`config.mk`:
```
export PLATFORM = sky130hd
export DESIGN_NAME = nibble_shift_unit
export DESIGN_NICKNAME = d
export VERILOG_FILES = /design/src/rtl/nsu_pkg.sv /design/src/rtl/nsu_ctrl.sv /design/src/rtl/nsu_datapath.sv /design/src/rtl/nibble_shift_unit.sv
export SDC_FILE = /design/constraint.sdc
export NUM_CORES = 1
export LEC_CHECK = 0
export BUFFER_PORTS_ARGS = -buffer_cell sky130_fd_sc_hd__buf_2
export CAP_MARGIN = 5
export CORE_ASPECT_RATIO = 1.1
export CORE_UTILIZATION = 62
export CTS_CLUSTER_DIAMETER = 120
export DETAILED_ROUTE_END_ITERATION = 8
export GPL_ROUTABILITY_DRIVEN = 0
export PLACE_DENSITY = 0.87
export SLEW_MARGIN = 20
export SYNTH_ARGS = -nofsm -noshare
export SYNTH_HDL_FRONTEND = slang
export SYNTH_HIERARCHICAL = 1
export SYNTH_SLANG_ARGS = --single-unit
```
`constraint.sdc`:
```
create_clock -name clk -period 5.2 [get_ports clk]
set_clock_uncertainty 0.05 [all_clocks]
set_input_delay 1.04 -clock clk [delete_from_list [all_inputs] [get_ports clk]]
set_output_delay 1.04 -clock clk [all_outputs]
set_load 0.005 [all_outputs]
```
`src/rtl/nsu_pkg.sv`:
```
`timescale 1ns/1ps
package nsu_pkg;

  typedef enum logic [1:0] {
    OP_SHL = 2'd0,
    OP_SHR = 2'd1,
    OP_SAR = 2'd2,
    OP_ROT = 2'd3
  } nsu_op_e;

  // strobes from decode to datapath
  typedef struct packed {
    logic fire;      // legal operation this cycle
    logic bad;       // illegal kind/direction pair
    logic goLeft;    // direction
    logic wrap;      // rotate through SB on both ends
    logic signFill;  // arithmetic fill on right shift
  } nsu_strobe_t;

endpackage

```
`src/rtl/nsu_ctrl.sv`:
```
`timescale 1ns/1ps
module nsu_ctrl
  import nsu_pkg::*;
#(
  parameter int CODE_W = 3
) (
  input  logic              opValid,
  input  logic [1:0]        opKind,
  input  logic [CODE_W-1:0] amtCode,
  output nsu_strobe_t       strobe,
  output logic [CODE_W-1:0] amt
);

  localparam int LOW_W = CODE_W - 1;

  nsu_op_e kind;
  logic    dirRight;
  logic    legal;

  assign kind     = nsu_op_e'(opKind);
  assign dirRight = amtCode[CODE_W-1];

  // distance is the low field plus one for both directions
  assign amt = {1'b0, amtCode[LOW_W-1:0]} + CODE_W'(1);

  always_comb begin
    legal           = 1'b0;
    strobe.wrap     = 1'b0;
    strobe.signFill = 1'b0;
    unique case (kind)
      OP_SHL: legal = !dirRight;
      OP_SHR: legal = dirRight;
      OP_SAR: begin
        legal           = dirRight;
        strobe.signFill = 1'b1;
      end
      OP_ROT: begin
        legal       = 1'b1;
        strobe.wrap = 1'b1;
      end
      default: legal = 1'b0;
    endcase
    strobe.goLeft = !dirRight;
    strobe.fire   = opValid && legal;
    strobe.bad    = opValid && !legal;
  end

endmodule

```
`src/rtl/nsu_datapath.sv`:
```
`timescale 1ns/1ps
module nsu_datapath
  import nsu_pkg::*;
#(
  parameter int DATA_W = 16,
  parameter int SB_W   = 4,
  parameter int CODE_W = 3
) (
  input  logic              clk,
  input  logic              rstN,
  input  nsu_strobe_t       strobe,
  input  logic [CODE_W-1:0] amt,
  input  logic [DATA_W-1:0] operand,
  input  logic              sbLoad,
  input  logic [SB_W-1:0]   sbLoadData,
  output logic [DATA_W-1:0] result,
  output logic              flagN,
  output logic              flagZ,
  output logic              resValid,
  output logic              opError,
  output logic [SB_W-1:0]   sbValue
);

  localparam int WIDE_W = DATA_W + SB_W;
  localparam int ROT_W  = DATA_W + 2 * SB_W;

  logic [SB_W-1:0]          sbQ;
  logic [DATA_W-1:0]        resultQ;
  logic                     nQ, zQ, validQ, errQ;

  logic [WIDE_W-1:0]        wideLeft;
  logic [WIDE_W-1:0]        wideRight;
  logic signed [WIDE_W-1:0] rightSrcS;
  logic [ROT_W-1:0]         rotSrc;
  logic [ROT_W-1:0]         rotLeft;
  logic [ROT_W-1:0]         rotRight;
  logic [DATA_W-1:0]        nextRes;
  logic [SB_W-1:0]          nextSb;

  // shift sources: SB extends the operand on the side bits leave from
  assign wideLeft  = {sbQ, operand} << amt;
  assign rightSrcS = {operand, sbQ};
  assign wideRight = strobe.signFill ? WIDE_W'(rightSrcS >>> amt)
                                     : ({operand, sbQ} >> amt);
  assign rotSrc    = {sbQ, operand, sbQ};
  assign rotLeft   = rotSrc << amt;
  assign rotRight  = rotSrc >> amt;

  always_comb begin
    if (strobe.wrap) begin
      if (strobe.goLeft) begin
        nextRes = rotLeft[ROT_W-SB_W-1:SB_W];
        nextSb  = rotLeft[ROT_W-1:ROT_W-SB_W];
      end else begin
        nextRes = rotRight[ROT_W-SB_W-1:SB_W];
        nextSb  = rotRight[SB_W-1:0];
      end
    end else if (strobe.goLeft) begin
      nextRes = wideLeft[DATA_W-1:0];
      nextSb  = wideLeft[WIDE_W-1:DATA_W];
    end else begin
      nextRes = wideRight[WIDE_W-1:SB_W];
      nextSb  = wideRight[SB_W-1:0];
    end
  end

  always_ff @(posedge clk) begin
    if (!rstN) begin
      resultQ <= '0;
      nQ      <= 1'b0;
      zQ      <= 1'b0;
      validQ  <= 1'b0;
      errQ    <= 1'b0;
    end else begin
      validQ <= strobe.fire;
      errQ   <= strobe.bad;
      if (strobe.fire) begin
        resultQ <= nextRes;
        nQ      <= nextRes[DATA_W-1];
        zQ      <= (nextRes == '0);
      end
    end
  end

  // save/restore load has priority over the operation's SB update
  always_ff @(posedge clk) begin
    if (!rstN) begin
      sbQ <= '0;
    end else if (sbLoad) begin
      sbQ <= sbLoadData;
    end else if (strobe.fire) begin
      sbQ <= nextSb;
    end
  end

  assign result   = resultQ;
  assign flagN    = nQ;
  assign flagZ    = zQ;
  assign resValid = validQ;
  assign opError  = errQ;
  assign sbValue  = sbQ;

endmodule

```
`src/rtl/nibble_shift_unit.sv`:
```
`timescale 1ns/1ps
module nibble_shift_unit
  import nsu_pkg::*;
#(
  parameter int DATA_W = 16,
  parameter int SB_W   = 4,
  parameter int CODE_W = 3
) (
  input  logic              clk,
  input  logic              rstN,
  input  logic              opValid,
  input  logic [1:0]        opKind,
  input  logic [CODE_W-1:0] amtCode,
  input  logic [DATA_W-1:0] operand,
  input  logic              sbLoad,
  input  logic [SB_W-1:0]   sbLoadData,
  output logic [DATA_W-1:0] result,
  output logic              flagN,
  output logic              flagZ,
  output logic              resValid,
  output logic              opError,
  output logic [SB_W-1:0]   sbValue
);

  nsu_strobe_t       strobe;
  logic [CODE_W-1:0] amt;

  nsu_ctrl #(.CODE_W(CODE_W)) ctrl_i (
    .opValid (opValid),
    .opKind  (opKind),
    .amtCode (amtCode),
    .strobe  (strobe),
    .amt     (amt)
  );

  nsu_datapath #(.DATA_W(DATA_W), .SB_W(SB_W), .CODE_W(CODE_W)) dp_i (
    .clk        (clk),
    .rstN       (rstN),
    .strobe     (strobe),
    .amt        (amt),
    .operand    (operand),
    .sbLoad     (sbLoad),
    .sbLoadData (sbLoadData),
    .result     (result),
    .flagN      (flagN),
    .flagZ      (flagZ),
    .resValid   (resValid),
    .opError    (opError),
    .sbValue    (sbValue)
  );

endmodule

```
==> impl_metrics.ini, run 1 <==
[run_status]
outcome = finished clean

[drt]
drt_iter0_drc = 565
ant_nets = 0
via_per_inst = 7.51
wl_per_cell_um = 21.8
wirelength_mm = 9.83
via_count = 3386
firstDrtPassIters = 8
route.detailed.drc = 0

[place]
dp_hpwl_mm = 7.01
dp_slack_ps = 1350
io_buffers = 52

[final_layout]
antenna_cells = 0
layout_commonest_cell = buf_2
final_nets = 429
mostFrequentLayoutCells = 52 x buf_2, 48 x mux2i_1, 27 x nor2_1
drive_above_1_share = 0.238
syn_to_final_growth_pct = 7.29
fillers = 386
final_util = 0.700

[worst_setup_path]
crit_fanout = 23
worstSetupPathType = input pin to flop
slowest_delay_ps = 730
cp_num_buf_inv = 3
timing.critical_path.mode_cell = a211oi_1
worst_ep_required_time_ps = 5300
cp_slowest_cell = inv_1
arrival_ps = 3810
worstPathCellList = buf_2 > clkinv_1 > inv_1 > mux2_2 > a211oi_1 > a211oi_1 > nand3_1 > o31ai_2
cpLargestDelayFamily = buffers and inverters
cp-end-kind = flop
critPathLaunchType = input pin

[cts]
clock-sinks = 23
cts-root-buf = clkbuf_8
cts_tree = yes
h-tree-depth = 1
clockBufferDepth = 2
cts_buffers = 3
path_clk_slew_ps = 80
cts_resized = 0
clock_latency_ps = 260
hold_buffers = 0
post-cts-setup-buffers = 0

[timing]
min_period_over_period = 0.714
finalWorstSetupSlack_ps = 1490
relSlewSlack = 0.319
grt_setup_unrepaired = no
fmax_mhz = 269
worst_pin_slew_ps = 1020
setup-violations-final = 0
whs_ps = 425
period_minus_slack_ps = 3710
finalSetupTns_ps = 0
drv_slew = 0
final-hold-violation-count = 0

[logic_synthesis]
synth_edf_count = 0
synth_top_area_frac = 0.157
ys_ff_latch = 23
seq_area_frac_synth = 0.151
synth_cell_types = 57
yosysWarnings = 6
synthFlopType = dfxtp_1
avgSynthCellArea_um2 = 8.24
synth_cells = 371
synth-async-reset-ratio = 0
synth_fp_nets = 404
synth_area_mm2 = 0.00306
yosysTopAreaCell = mux2i_1
synth_area_leaders = mux2i_1 16%, dfxtp_1 15%, mux4_2 12%

[grt]
grt_max_degree = 49
grt_usage = 0.408
grt_overflow = 0
antenna_found_initial = 0
grt_pass1_vias = 3068
grt_pass1_wl_mm = 15.5

[power_and_ir_drop]
peakVddDrop_mv = 0.133
power_w = 0.000630
p_leak_nw = 1.40
powerDensity_mw_per_mm2 = 192

[die]
core_area_mm2 = 0.00468
die_h_um = 75.6
chipWidth_um = 68.9
num_io_pins = 53
start_util = 0.652
dieArea_mm2 = 0.00521
rows = 26

[run]
drv_cap = 0

[min_path]
worst_hold_path_type = flop to flop
## metal layers
metal,GRT usage,wire length (µm),up-vias
li1,-,-,1467
met1,0.519,3480,1530
met3,0.115,1270,93
met5,0,0,-
met4,0.227,711,0
met2,0.617,4370,296
## registers in the layout (all words and copies together), names as in the netlist
| register | count |
|---|---|
| dp_i/result | 16 |
| dp_i/sbValue | 4 |
| dp_i/flagZ | 1 |
| dp_i/opError | 1 |
| dp_i/resValid | 1 |
## cells by family (layout without fill, tap and decap cells)
group / count (synthesis) / in the layout / synth area share
simple gates: 113 / 113 / 0.184
compound gates: 104 / 104 / 0.245
mux: 76 / 76 / 0.323
buf+inv: 51 / 75 / 0.0807
flops: 23 / 23 / 0.151
fa+ha+maj: 4 / 4 / 0.0164
## synth_stat cells, drive strengths merged, types with 2 or more instances
cell and instances:
a211o 4, a211oi 16, a21oi 20, a221oi 3
a22oi 4, a311o 3, a31oi 6, a32oi 2
and2 4, and3 5, and3b 2, buf 20
clkbuf 18, clkinv 2, dfxtp 23, ha 4
inv 11, mux2 12, mux2i 48, mux4 16
nand2 26, nand2b 8, nand3 18, nor2 27
nor2b 8, nor3 5, nor3b 2, nor4 2
o2111ai 2, o211a 2, o211ai 4, o21ai 11
o221ai 4, o22a 4, o22ai 7, o31ai 2
or2 2
## report_power, final
part / internal, W / leakage (nW) / switching (W)
registers: 0.000190 / 0.189 / 0.0000134
clock network: 0.0000546 / 0.0228 / 0.0000551
logic: 0.000132 / 1.19 / 0.000185
## worst reg2reg max path, delay by kind of cell (launching register included)
family | cells | cell delay [ps]
simple gates | 2 | 640
mux | 2 | 620
flops | 1 | 440
compound gates | 2 | 370
## layout make-up
cell class / instances / area, µm² / share of cell area
multi-input cells: 297 / 2350 / 0.716
repair buffers: 58 / 305 / 0.0931
flip-flops and latches: 23 / 460 / 0.140
well taps: 56 / 70.1 / 0.0214
inverters: 13 / 48.8 / 0.0149
clock buffers: 4 / 45.0 / 0.0137
## final timing paths
check / start / to / depth (start not counted) / slack [ps]
max reg2reg: dp_i/sbValue[2]$_SDFFE_PN0P_ / dp_i/flagZ$_SDFFE_PN0P_ / 6 / 2980
min: dp_i/result[6]$_SDFFE_PN0P_ / dp_i/result[6]$_SDFFE_PN0P_ / 2 / 420
min reg2reg: dp_i/result[6]$_SDFFE_PN0P_ / dp_i/result[6]$_SDFFE_PN0P_ / 2 / 420
max: amtCode[2] / dp_i/flagZ$_SDFFE_PN0P_ / 8 / 1490
## stage by stage
stage,std cells,instance area [µm²]
after floorplan,371,3060
after global placement,447,3230
after detailed placement,447,3230
after CTS,451,3280
after global routing,451,3280
final,451,3280
Note: power is estimated with default switching activity, not from simulation.
==> run 2: changes to the inputs <==
--- a/config.mk
+++ b/config.mk
@@ -8,11 +8,11 @@
 export BUFFER_PORTS_ARGS = -buffer_cell sky130_fd_sc_hd__buf_2
 export CAP_MARGIN = 5
 export CORE_ASPECT_RATIO = 1.1
-export CORE_UTILIZATION = 62
+export CORE_UTILIZATION = 58
 export CTS_CLUSTER_DIAMETER = 120
 export DETAILED_ROUTE_END_ITERATION = 8
 export GPL_ROUTABILITY_DRIVEN = 0
-export PLACE_DENSITY = 0.87
+export PLACE_DENSITY = 0.82
 export SLEW_MARGIN = 20
 export SYNTH_ARGS = -nofsm -noshare
 export SYNTH_HDL_FRONTEND = slang
==> constraint.sdc (replaced) <==
create_clock -name clk -period 3.7 [get_ports clk]
set_clock_uncertainty 0.05 [all_clocks]
set_input_delay 0.74 -clock clk [delete_from_list [all_inputs] [get_ports clk]]
set_output_delay 0.74 -clock clk [all_outputs]
set_load 0.005 [all_outputs]
==> impl_metrics.ini, run 2 (synthesis results as in run 1) <==
[cts]
clock-sinks = 23
path_clk_slew_ps = 80
cts_resized = 0
cts-root-buf = clkbuf_8
cts_buffers = 3
clock_latency_ps = 260
post-cts-setup-buffers = 0
hold_buffers = 0
cts_tree = yes
h-tree-depth = 1
clockBufferDepth = 2

[worst_setup_path]
crit_fanout = 27
cp-end-kind = flop
arrival_ps = 3260
worstSetupPathType = input pin to flop
critPathLaunchType = input pin
slowest_delay_ps = 580
cp_slowest_cell = mux2i_1
cp_num_buf_inv = 3
worstPathCellList = buf_2 > inv_2 > buf_12 > mux2i_1 > o22ai_1 > or3_1 > nor3b_1 > o2111ai_1 > o31ai_2
worst_ep_required_time_ps = 3830
cpLargestDelayFamily = buffers and inverters
rrSetupSlack_ps = 1460

[final_layout]
largest_reg_flops = 16
drive_above_1_share = 0.252
mostFrequentLayoutCells = 52 x buf_2, 48 x mux2i_1, 27 x nor2_1
antenna_cells = 0
fillers = 428
final_nets = 435
syn_to_final_growth_pct = 9.30
finalInstanceArea_mm2 = 0.00334
layout_commonest_cell = buf_2

[timing]
finalSetupTns_ps = 0
final-hold-violation-count = 0
worst_pin_slew_ps = 737
min_period_over_period = 0.845
finalWorstSetupSlack_ps = 572
relSlewSlack = 0.509
period_minus_slack_ps = 3130
drv_slew = 0
setup-violations-final = 0
grt_setup_unrepaired = no
fmax_mhz = 320

[grt]
grt_overflow = 0
grt_pass1_wl_mm = 15.6
antenna_found_initial = 0
grt_pass1_vias = 3079
grt_usage = 0.357
grt_max_degree = 28

[place]
dp_hpwl_mm = 7.17
dp_slack_ps = 370
place_area_mm2 = 0.00329
io_buffers = 52

[die]
num_io_pins = 53
die_h_um = 78.1
chipWidth_um = 71.2
core_area_mm2 = 0.00503
dieArea_mm2 = 0.00556
rows = 27
start_util = 0.607

[drt]
wl_per_cell_um = 21.2
via_per_inst = 7.22
drt_iter0_drc = 582
route.detailed.drc = 3
via_count = 3313
wirelength_mm = 9.71
ant_nets = 0
firstDrtPassIters = 8

[power_and_ir_drop]
powerDensity_mw_per_mm2 = 266
p_leak_nw = 1.44
internal_power_w = 0.000535
p_comb_frac = 0.511
clkPwrFrac = 0.169
p_sw_w = 0.000354
power_w = 0.000889
peakVddDrop_mv = 0.192
pwr-share-seq = 0.320
p_sw_frac = 0.399

[min_path]
worst_hold_path_type = flop to flop

[run]
drv_cap = 0

[run_status]
outcome = finished, violations left
violations = design-rule violations
run 2: cell count changes in the layout (fill, tap and decap cells not counted):
cell and delta:
clkinv_2 +1, clkbuf_1 -1, buf_4 +5, buf_12 +1
run 2: final cells by class:
type | instances | area, µm² | area share
clock buffers | 3 | 41.3 | 0.0124
clock inverters | 1 | 5.00 | 0.00150
inverters | 13 | 48.8 | 0.0146
multi-input cells | 297 | 2350 | 0.703
flip-flops and latches | 23 | 460 | 0.138
well taps | 58 | 72.6 | 0.0217
repair buffers | 64 | 363 | 0.109
run 2: worst paths after layout:
| kind | start | endpoint | cells past startpoint |
|---|---|---|---|
| setup / recovery | amtCode[0] | dp_i/flagZ$_SDFFE_PN0P_ | 9 |
| hold / removal | dp_i/result[6]$_SDFFE_PN0P_ | dp_i/result[6]$_SDFFE_PN0P_ | 2 |
| setup reg to reg | dp_i/sbValue[0]$_SDFFE_PN0P_ | dp_i/flagZ$_SDFFE_PN0P_ | 6 |
| hold reg to reg | dp_i/result[6]$_SDFFE_PN0P_ | dp_i/result[6]$_SDFFE_PN0P_ | 2 |
run 2: power by group through the flow:
stage / clock network (W) / logic, W / registers (W)
2_1_floorplan: 0 / 0.000312 / 0.000283
3_3_place_gp: 0 / 0.000429 / 0.000289
3_5_place_dp: 0 / 0.000437 / 0.000290
4_1_cts: 0.000156 / 0.000439 / 0.000284
5_1_grt: 0.000165 / 0.000482 / 0.000287
6_report: 0.000150 / 0.000455 / 0.000285
run 2: worst register-to-register path, delay by kind of cell (launching register included):
family	cells	cell delay (ps)
muxes	2	630
DFF	1	430
and+or+nand+nor	2	660
AOI/OAI and AO/OA	2	390
run 2: per-stage QoR:
stage / std cells / utilization / hold slack [ps]
after floorplan: 371 / - / 408
after global placement: 455 / 0.654 / 403
after detailed placement: 455 / 0.654 / 406
after CTS: 459 / 0.663 / 419
after global routing: 459 / 0.663 / 439
final: 459 / 0.663 / 421
run 2: metal layers:
metal  share of wire  up-vias  global-route usage
li1                -     1485                   -
met2            0.46      283               0.558
met3            0.12       58              0.0591
met1            0.37     1487               0.476
met5               0        -                   0
met4           0.054        0               0.176
